===== src/rtl/acc_alu.sv =====
module acc_alu #(
  parameter int W = 8
) (
  input  logic         clk,
  input  logic         rst_n,
  input  logic [3:0]   op_i,
  input  logic [W-1:0] a_i,
  input  logic [W-1:0] b_i,
  output logic [W-1:0] res_o,
  output logic         wr_o,
  output logic         c_next_o,
  output logic         z_next_o,
  output logic         c_upd_o,
  output logic         z_upd_o,
  output logic         c_o,
  output logic         z_o
);
  localparam logic [3:0] OP_ADD = 4'd1;
  localparam logic [3:0] OP_SUB = 4'd2;
  localparam logic [3:0] OP_CMP = 4'd3;
  localparam logic [3:0] OP_NOR = 4'd4;
  localparam logic [3:0] OP_INC = 4'd5;
  localparam logic [3:0] OP_DEC = 4'd6;
  localparam logic [3:0] OP_LD  = 4'd7;
  localparam logic [W-1:0] ONE  = W'(1);

  logic [W:0] sum, dif;
  logic       c_calc;

  assign sum = {1'b0, a_i} + {1'b0, b_i};
  assign dif = {1'b0, a_i} - {1'b0, b_i};

  always_comb begin
    res_o   = '0;
    wr_o    = 1'b0;
    c_upd_o = 1'b0;
    z_upd_o = 1'b0;
    c_calc  = 1'b0;
    case (op_i)
      OP_ADD: begin res_o = sum[W-1:0]; wr_o = 1'b1; c_upd_o = 1'b1; z_upd_o = 1'b1; c_calc = sum[W]; end
      OP_SUB: begin res_o = dif[W-1:0]; wr_o = 1'b1; c_upd_o = 1'b1; z_upd_o = 1'b1; c_calc = ~dif[W]; end
      OP_CMP: begin res_o = dif[W-1:0]; c_upd_o = 1'b1; z_upd_o = 1'b1; c_calc = ~dif[W]; end
      OP_NOR: begin res_o = ~(a_i | b_i); wr_o = 1'b1; z_upd_o = 1'b1; end
      OP_INC: begin res_o = a_i + ONE; wr_o = 1'b1; z_upd_o = 1'b1; end
      OP_DEC: begin res_o = a_i - ONE; wr_o = 1'b1; z_upd_o = 1'b1; end
      OP_LD:  begin res_o = b_i; wr_o = 1'b1; z_upd_o = 1'b1; end
      default: ;
    endcase
  end

  assign c_next_o = c_upd_o ? c_calc : c_o;
  assign z_next_o = z_upd_o ? (res_o == '0) : z_o;

  always_ff @(posedge clk or negedge rst_n) begin
    if (!rst_n) begin
      c_o <= 1'b0;
      z_o <= 1'b0;
    end else begin
      c_o <= c_next_o;
      z_o <= z_next_o;
    end
  end

  a_r1_add_carry: assert property (@(posedge clk) disable iff (!rst_n)
    (op_i == OP_ADD) |-> (c_next_o == (res_o < a_i)));
  a_r2_sub_borrow: assert property (@(posedge clk) disable iff (!rst_n)
    (op_i == OP_SUB || op_i == OP_CMP) |-> (c_next_o == (a_i >= b_i)));
  a_r3_cmp_nowrite: assert property (@(posedge clk) disable iff (!rst_n)
    (op_i == OP_CMP) |-> (!wr_o && c_upd_o && z_upd_o));
  a_r4_nor_keeps_c: assert property (@(posedge clk) disable iff (!rst_n)
    (op_i == OP_NOR) |=> (c_o == $past(c_o)));
  a_r5_incdec_keeps_c: assert property (@(posedge clk) disable iff (!rst_n)
    (op_i == OP_INC || op_i == OP_DEC) |=> $stable(c_o));
  a_r7_idle: assert property (@(posedge clk) disable iff (!rst_n)
    (op_i == 4'd0 || op_i[3]) |-> (!wr_o && !c_upd_o && !z_upd_o));
  a_r8_flag_load: assert property (@(posedge clk) disable iff (!rst_n)
    1'b1 |=> ({c_o, z_o} == $past({c_next_o, z_next_o})));
endmodule


===== config.mk =====
export PLATFORM = sky130hd
export DESIGN_NAME = acc_alu
export DESIGN_NICKNAME = d
export VERILOG_FILES = /design/src/rtl/acc_alu.sv
export SDC_FILE = /design/constraint.sdc
export NUM_CORES = 1
export LEC_CHECK = 0
export BUFFER_PORTS_ARGS = -buffer_cell sky130_fd_sc_hd__buf_2
export CAP_MARGIN = 40
export CELL_PAD_IN_SITES_DETAIL_PLACEMENT = 1
export CELL_PAD_IN_SITES_GLOBAL_PLACEMENT = 1
export CORE_ASPECT_RATIO = 0.75
export CORE_MARGIN = 2
export CORE_UTILIZATION = 43
export CTS_BUF_LIST = sky130_fd_sc_hd__clkbuf_8
export DETAILED_ROUTE_END_ITERATION = 7
export PLACE_DENSITY = 0.9
export RECOVER_POWER = 25
export SLEW_MARGIN = 0
export SYNTH_ARGS = -nofsm -noshare
export SYNTH_HDL_FRONTEND = slang
export SYNTH_SLANG_ARGS = --single-unit

===== constraint.sdc =====
create_clock -name clk -period 14.33 [get_ports clk]
set_input_delay 4.299 -clock clk [delete_from_list [all_inputs] [get_ports clk]]
set_output_delay 4.299 -clock clk [all_outputs]
set_load 0.1 [all_outputs]

## Word-level counts from Yosys, hierarchy flattened

Index checks and enable logic that the tools add are counted.
Widths: inputs -> output; s select.

| storage, ports and cells | value |
|---|---|
| bits in registers | 2 |
| bits in latches | 0 |
| RAM bits | 0 |
| bits in read-only memories | 0 |
| bits of input ports | 22 |
| output and inout bits | 15 |
| word-level logic and storage cells | 28 |
| memories | 0 |

| cells by class | value |
|---|---|
| $add $sub $neg | 4 |
| multipliers | 0 |
| divide/modulo/power cells | 0 |
| $lt $le $gt $ge | 0 |
| eq/ne operators | 7 |
| shifts and indexed selects | 0 |
| multiplexer cells | 7 |
| bitwise operators | 3 |
| reductions and logical operators | 5 |

Operator list:

| cell | count |
|---|---|
| $pmux 8 s6 | 1 |
| $eq 4x3->1 const B | 4 |
| $add 8x8->9 | 1 |
| $sub 8x8->9 | 1 |
| $add 8x1->8 const B | 1 |
| $eq 4x2->1 const B | 2 |
| $logic_not 8->1 | 1 |
| $not 8->8 | 1 |
| $or 8x8->8 | 1 |
| $sub 8x1->8 const B | 1 |
| $reduce_or 7->1 | 1 |
| $reduce_or 6->1 | 1 |
| $mux 1 | 5 |
| $eq 4x1->1 const B | 1 |
| $reduce_or 3->1 | 1 |
| $pmux 1 s2 | 1 |
| $reduce_or 2->1 | 1 |
| $not 1->1 | 1 |

## Logic depth before layout (Yosys ltp)

Gate-level depths: netlist of the first run.

| depth | value |
|---|---|
| word-level depth | 5 |
| gate-level depth with buffers | 11 |
| mapped depth without buffers | 10 |

## Least setup slack after synthesis of the first run

OpenSTA, ideal clock, no wires.

| timing path | value |
|---|---|
| path type | input to output |
| start point | in a_i[0] |
| end point | out c_next_o |
| data arrival time | 9127 ps |
| data required time | 10031 ps |
| path slack | 904 ps |
| stages on the path | 8 |
| buffers on the path | 0 |
| cell sequence | inv_1 > ha_1 > fa_1 > o21bai_1 > a21oi_1 > o31ai_1 > a21oi_1 > o311ai_0 |

| between the ends | value |
|---|---|
| word-level cells in the longest chain between the ends | 4 |
| elaborated cells between the ends (all ways) | 5 |
| classes of those cells | add/sub (2); mux (2); bitwise (1) |

Ends and longest elaborated chain:

| what | line | text |
|---|---|---|
| from (decl) | 7 | `input logic [W-1:0] a_i,` |
| $sub 8x8->9 | 31 | `assign dif = {1'b0, a_i} - {1'b0, b_i};` |
| $not 1->1 | 41, 42 |  |
| $pmux 1 s2 * | 39 | `case (op_i)` |
| $mux 1 * | 51 | `assign c_next_o = c_upd_o ? c_calc : c_o;` |
| to (decl) | 11 | `output logic c_next_o,` |

Mark *: on every way between the ends. The rest lies on a longest branch, timed or not.

## Worst setup path after layout of the first run

| timing path | value |
|---|---|
| start point | in op_i[0] |
| end point | out z_next_o |

| between the ends | value |
|---|---|
| word-level cells in the longest chain between the ends | 5 |
| elaborated cells between the ends (all ways) | 13 |
| classes of those cells | eq/ne (7); mux (3); reduce/logical (3) |

Ends and longest elaborated chain:

| what | line | text |
|---|---|---|
| from (decl) | 6 | `input logic [3:0] op_i,` |
| $eq 4x2->1 | 39 |  |
| $reduce_or 2->1 (no source line) | n/a |  |
| $pmux 8 s6 | 39 |  |
| $logic_not 8->1 | 52 | `assign z_next_o = z_upd_o ? (res_o == '0) : z_o;` |
| $mux 1 * | 52 |  |
| to (decl) | 12 | `output logic z_next_o,` |

Marks and branches as above.

==> results.yml, run 1 <==
setup_path:
  critPathTopFamily: "simple AND/OR/NAND/NOR gates"
  reg2reg_depth: 4
  crit_arrival_ns: 7.53
  path_max_fanout: 12
  cp_slowest_cell: "and4bb_1"
  required_ns: 10.03
  crit_type: "input port to primary output"
  cp_num_buf_inv: 2
  rrSetupSlack_ns: 13.26
  reg2reg_from: "c_o"
  cp-end-kind: "primary output"
  cp-start-kind: "input port"
  crit_chain: "buf_2 > and4bb_1 > xnor2_1 > ha_1 > or4_1 > mux2i_1 > xnor2_1 > a222oi_1 > nand2_1 > o31ai_1 > nor4b_2 > buf_2"
  rr_endpoint: "c_o"
  crit_path_max_incr_delay_ns: 0.62
route:
  wl_met1_um: 2330
  viasPerCell: 6.24
  via_count: 1697
  ant_nets: 0
  wl_met3_um: 336
  highest-signal-layer: "met4"
  route.detailed.drc: 0
  routedWlPerCell_um: 18.5
  drt_iter0_drc: 123
  first_pass_iters: 4
  routed-wl-met2_um: 2320
  routed_wl_um: 5030
synth:
  synth-warning-count: 0
  synthArstFlopShare: 1.00
  synth.most_common_cell: "ha_1"
  ys_types: 50
  yosys.area.top_type: "ha_1"
  synth_flop_cell: "dfrtp_1"
  syn_area_per_cell_um2: 7.64
  synth_top_area_frac: 0.221
  synth_edf_count: 0
  synth_cells: 200
  ys_seq_elements: 2
  synth_area_mm2: 0.00153
  synthTopCellsByArea: "ha_1, inv_1, xnor2_1, o211ai_1, a21oi_1"
  ys_top_cells_by_count: "ha_1, inv_1, nor2_1"
  synth_nets: 251
  ys_seq_area_frac: 0.0328
global_route:
  grt_max_degree: 13
  overflow: 0
  grt_pass1_wl_um: 8160
  antenna_found_initial: 0
  grtUsageTotal: 0.256
  grt_pass1_vias: 1665
place:
  port_buffers: 36
  place_congestion: 0.897
  dp_hpwl_um: 4150
  dp_slack_ns: 2.57
layout:
  n_fill_cell: 445
  finalCoreUtilization: 0.525
  diodes: 0
  drive_above_1_share: 0.194
  syn2layout_area_growth_pct: 14.5
  nNetsFinal: 285
floorplan:
  design.core.area_mm2: 0.00333
  io_pins: 37
  die_w_um: 72.8
  fp.dieH_um: 55.6
  rows: 18
  initial_core_util: 0.458
  dieArea_mm2: 0.00405
run:
  max_cap_viol_count: 0
power_and_ir_drop:
  ir_drop_uv: 35.8
  powerDensity_mw_per_mm2: 72.4
  p_leak_nw: 0.842
  total_power_w: 0.000127
hold_path:
  hold_path_end: "z_o"
  holdCritPathClass: "register to register"
  hp-start: "z_o"
  whs_path_depth: 3
clock_tree:
  clk_latency_ns: 0.22
  post_cts_resized: 0
  clock_path_buffers: 2
  cts_setup_buffers: 0
  cts_tree: "yes"
  hold_buffers: 0
  cts_buffers: 3
  htreeDepth: 1
  clk_pin_slew_worst_paths_ns: 0.03
  cts-root-buf: "clkbuf_8"
  cts_sinks: 2
timing:
  tightest_slew_ns: 1.16
  skew_ns: 0
  finalCriticalPeriod_ns: 11.83
  slew_headroom: 0.230
  rsz0062_at_grt: "false"
  slew_viol_final: 0
  finalSetupTns_ns: 0
  hold_violations: 0
  post-route-period-util: 0.826
  max_freq_mhz: 84.5
  fin_ws_ns: 2.50
  setup_viol: 0
run_status:
  outcome: "finished clean"
==> per-layer routing <==
layer  global-route usage  vias up
met2                0.409       66
met1                0.368      817
li1                     -      809
met3               0.0163        5
met4               0.0714        0
met5                    0        -
==> layout make-up <==
| class | instances | area (um2) | share of cell area |
|---|---|---|---|
| clock buffers | 3 | 41.3 | 0.0236 |
| repair buffers | 37 | 184 | 0.105 |
| inverters | 21 | 78.8 | 0.0451 |
| flip-flops and latches | 2 | 50.0 | 0.0286 |
| well taps | 40 | 50.0 | 0.0286 |
| multi-input cells | 169 | 1350 | 0.769 |
==> flip-flops by register name (all words and copies together) (netlist names) <==
name and flops:
c_o 1, z_o 1
==> worst max-delay path by stage <==
stage                 start       end  slack, ns  cells past startpoint
floorplan            a_i[0]  c_next_o       0.90                      8
global placement    op_i[0]  z_next_o       2.66                     12
detailed placement  op_i[0]  z_next_o       2.57                     12
CTS                 op_i[0]  z_next_o       2.56                     12
global route        op_i[0]  z_next_o       2.29                     12
finish              op_i[0]  z_next_o       2.50                     12
==> stage by stage <==
step	std cells	hold WS [ns]	instance area [um2]
after floorplan	200	1.39	1530
after global placement	268	0.678	1700
after detailed placement	269	0.698	1710
after CTS	272	0.701	1750
after global routing	272	0.732	1750
final	272	0.703	1750
==> power by group <==
| part | internal [W] | leakage [nW] | total, W | switching (W) |
|---|---|---|---|---|
| Clock | 0.0000178 | 0.0216 | 0.0000233 | 0.00000541 |
| Sequential | 0.00000663 | 0.0255 | 0.00000741 | 0.000000788 |
| Combinational | 0.0000234 | 0.795 | 0.0000960 | 0.0000726 |
==> kinds of logic (layout without fill, tap and decap cells) <==
family / after synthesis / count (layout) / synth area share
flip-flops: 2 / 2 / 0.0328
XOR/XNOR: 12 / 12 / 0.0688
multiplexers: 5 / 5 / 0.0328
AND/OR/NAND/NOR: 58 / 58 / 0.224
buffers and inverters: 29 / 61 / 0.0868
adder cells (fa/ha/maj): 29 / 29 / 0.247
AO/OA/AOI/OAI: 65 / 65 / 0.307
==> placed cells by master, fill, tap and decap left out, types with 3 or more instances in the layout <==
master     netlist  routed
buf_2            1      33
ha_1            27      27
inv_1           21      21
nor2_1          12      12
nand2_1         11      11
a21oi_1         10      10
o21ai_0          9       9
xnor2_1          7       7
o211ai_1         7       7
o21bai_1         6       6
a22oi_1          6       6
xor2_1           5       5
mux2i_1          5       5
nor4_1           4       4
nand3_1          4       4
nor3b_1          4       4
nor2b_1          3       3
a211o_1          3       3
o2111ai_1        3       3
nor3_1           3       3
clkbuf_8         0       3
clkbuf_1         4       3
==> worst register-to-register path, cell delays in order (launching register included) <==
cell and delay (ns):
dfrtp_1 0.39, o22ai_1 0.16, nand2b_1 0.08, o221ai_1 0.08
o311ai_0 0.20
No activity file was read; power rests on OpenSTA's default activity.
==> run 2: changes to the inputs <==
CORE_UTILIZATION = 40   (was 43)
PLACE_DENSITY = 0.84   (was 0.9)
clock period = 11.7 ns   (was 14.33 ns; I/O delays follow)
==> run 2 against run 1 <==
Non-clock buffer count is the same. Worst hold slack lost 0.047 ns. Utilization shrank 4.1 points. Clock power grew 28%. Cell count grew 4.4%. Combinational power grew 23%. Sequential share of layout area is essentially flat. Critical path type unchanged.
==> results.yml, run 2 (synthesis results as in run 1) <==
run_status:
  outcome: "finished clean"
route:
  ant_nets: 0
  routed_wl_um: 5070
  drt_iter0_drc: 48
  routedWlPerCell_um: 17.8
  route.detailed.drc: 0
  via_count: 1673
  viasPerCell: 5.89
  first_pass_iters: 4
global_route:
  grtUsageTotal: 0.240
  grt_max_degree: 13
  grt_pass1_vias: 1597
  overflow: 0
  grt_pass1_wl_um: 7960
  antenna_found_initial: 0
setup_path:
  rr_endpoint: "c_o"
  required_ns: 8.19
  reg2reg_from: "c_o"
  crit_type: "input port to primary output"
  rrSetupSlack_ns: 10.70
  reg2reg_depth: 4
  path_max_fanout: 12
  cp-end-kind: "primary output"
  cp-start-kind: "input port"
  crit_arrival_ns: 6.68
floorplan:
  die_w_um: 75.4
  design.core.area_mm2: 0.00366
  fp.dieH_um: 57.5
  rows: 19
  io_pins: 37
  dieArea_mm2: 0.00433
  initial_core_util: 0.417
layout:
  reg.largest.list: "c_o: 1 flops, z_o: 1 flops"
  diodes: 0
  drive_above_1_share: 0.198
  syn2layout_area_growth_pct: 15.9
  multiInputGateArea_mm2: 0.00135
  nNetsFinal: 285
  final-seq-area_um2: 50.0
  n_fill_cell: 483
  final_common_cell: "buf_2"
  final_cell_mix: "buf_2, ha_1, inv_1, nor2_1, nand2_1"
power_and_ir_drop:
  pwr-share-clk: 0.190
  powerDensity_mw_per_mm2: 88.7
  ir_drop_uv: 47.2
  p_switching_w: 0.0000980
  p_leak_nw: 0.846
  switching_share: 0.624
  power_frac_seq: 0.057
  p_comb_frac: 0.753
  cellInternalPower_w: 0.0000590
  total_power_w: 0.000157
timing:
  finalSetupTns_ns: 0
  setup_viol: 0
  rsz0062_at_grt: "false"
  max_freq_mhz: 98.1
  finalCriticalPeriod_ns: 10.19
  slew_headroom: 0.222
  tightest_slew_ns: 1.17
  skew_ns: 0
  hold_violations: 0
  post-route-period-util: 0.871
  fin_ws_ns: 1.51
  slew_viol_final: 0
place:
  port_buffers: 36
  dp_slack_ns: 1.52
  dp_hpwl_um: 4160
  place_congestion: 0.834
clock_tree:
  clock_path_buffers: 2
  hold_buffers: 0
  cts_sinks: 2
  clk_pin_slew_worst_paths_ns: 0.03
  cts_setup_buffers: 0
  clk_latency_ns: 0.22
  htreeDepth: 1
  cts_buffers: 3
  cts-root-buf: "clkbuf_8"
  cts_tree: "yes"
  post_cts_resized: 0
hold_path:
  hp-start: "c_o"
  holdCritPathClass: "register to register"
  whs_path_depth: 2
  hold_path_end: "c_o"
run:
  max_cap_viol_count: 0
==> run 2: changes by cell type in the layout (fill, tap and decap cells not counted) <==
cell	previous run	this run
o2111ai_1	3	2
o2111ai_2	0	1
o311ai_0	1	0
o311ai_1	0	1
==> run 2: critical path, stage by stage <==
cell,delay [ns]
buf_2,0.21
and4bb_1,0.58
xnor2_1,0.13
ha_1,0.24
or4_1,0.44
mux2i_1,0.20
xnor2_1,0.08
a222oi_1,0.21
nand2_1,0.11
o31ai_1,0.24
nor4b_2,0.26
buf_2,0.48
==> run 2: through the flow <==
stage          hold slack [ns]  cells  utilization  instance area, um2
2_1_floorplan             1.39    200            -                1530
3_3_place_gp             0.633    280        0.471                1730
3_5_place_dp             0.662    281        0.473                1730
4_1_cts                  0.668    284        0.485                1770
5_1_grt                  0.715    284        0.484                1770
6_report                 0.655    284        0.484                1770
==> run 2: power groups by stage <==
stage	sequential (W)	clock [W]	combinational (W)
after CTS	0.00000893	0.0000307	0.000118
final	0.00000895	0.0000299	0.000118
after global placement	0.00000890	0	0.000116
after global routing	0.00000904	0.0000303	0.000126
after detailed placement	0.00000901	0	0.000118
after floorplan	0.0000173	0	0.0000845
==> run 2: final cells by class <==
| cell class | instances | share of cell area |
|---|---|---|
| repair buffers | 37 | 0.104 |
| clock buffers | 3 | 0.0233 |
| multi-input cells | 169 | 0.763 |
| well taps | 52 | 0.0367 |
| flip-flops and latches | 2 | 0.0283 |
| inverters | 21 | 0.0445 |
==> run 2: worst max-delay path by stage <==
stage	start	to	slack (ns)	depth (start not counted)
detailed placement	op_i[0]	z_next_o	1.52	12
global route	op_i[0]	z_next_o	1.23	12
CTS	op_i[1]	z_next_o	1.51	12
finish	op_i[1]	z_next_o	1.51	12
global placement	op_i[0]	z_next_o	1.59	12
floorplan	op_i[3]	z_next_o	0.08	11
==> run 2: metal layers <==
| metal | vias up | part of all wire | track usage |
|---|---|---|---|
| li1 | 809 | - | - |
| met1 | 803 | 0.50 | 0.359 |
| met2 | 56 | 0.44 | 0.379 |
| met3 | 5 | 0.049 | 0.0141 |
| met4 | 0 | 0.012 | 0.0501 |
| met5 | - | 0 | 0 |
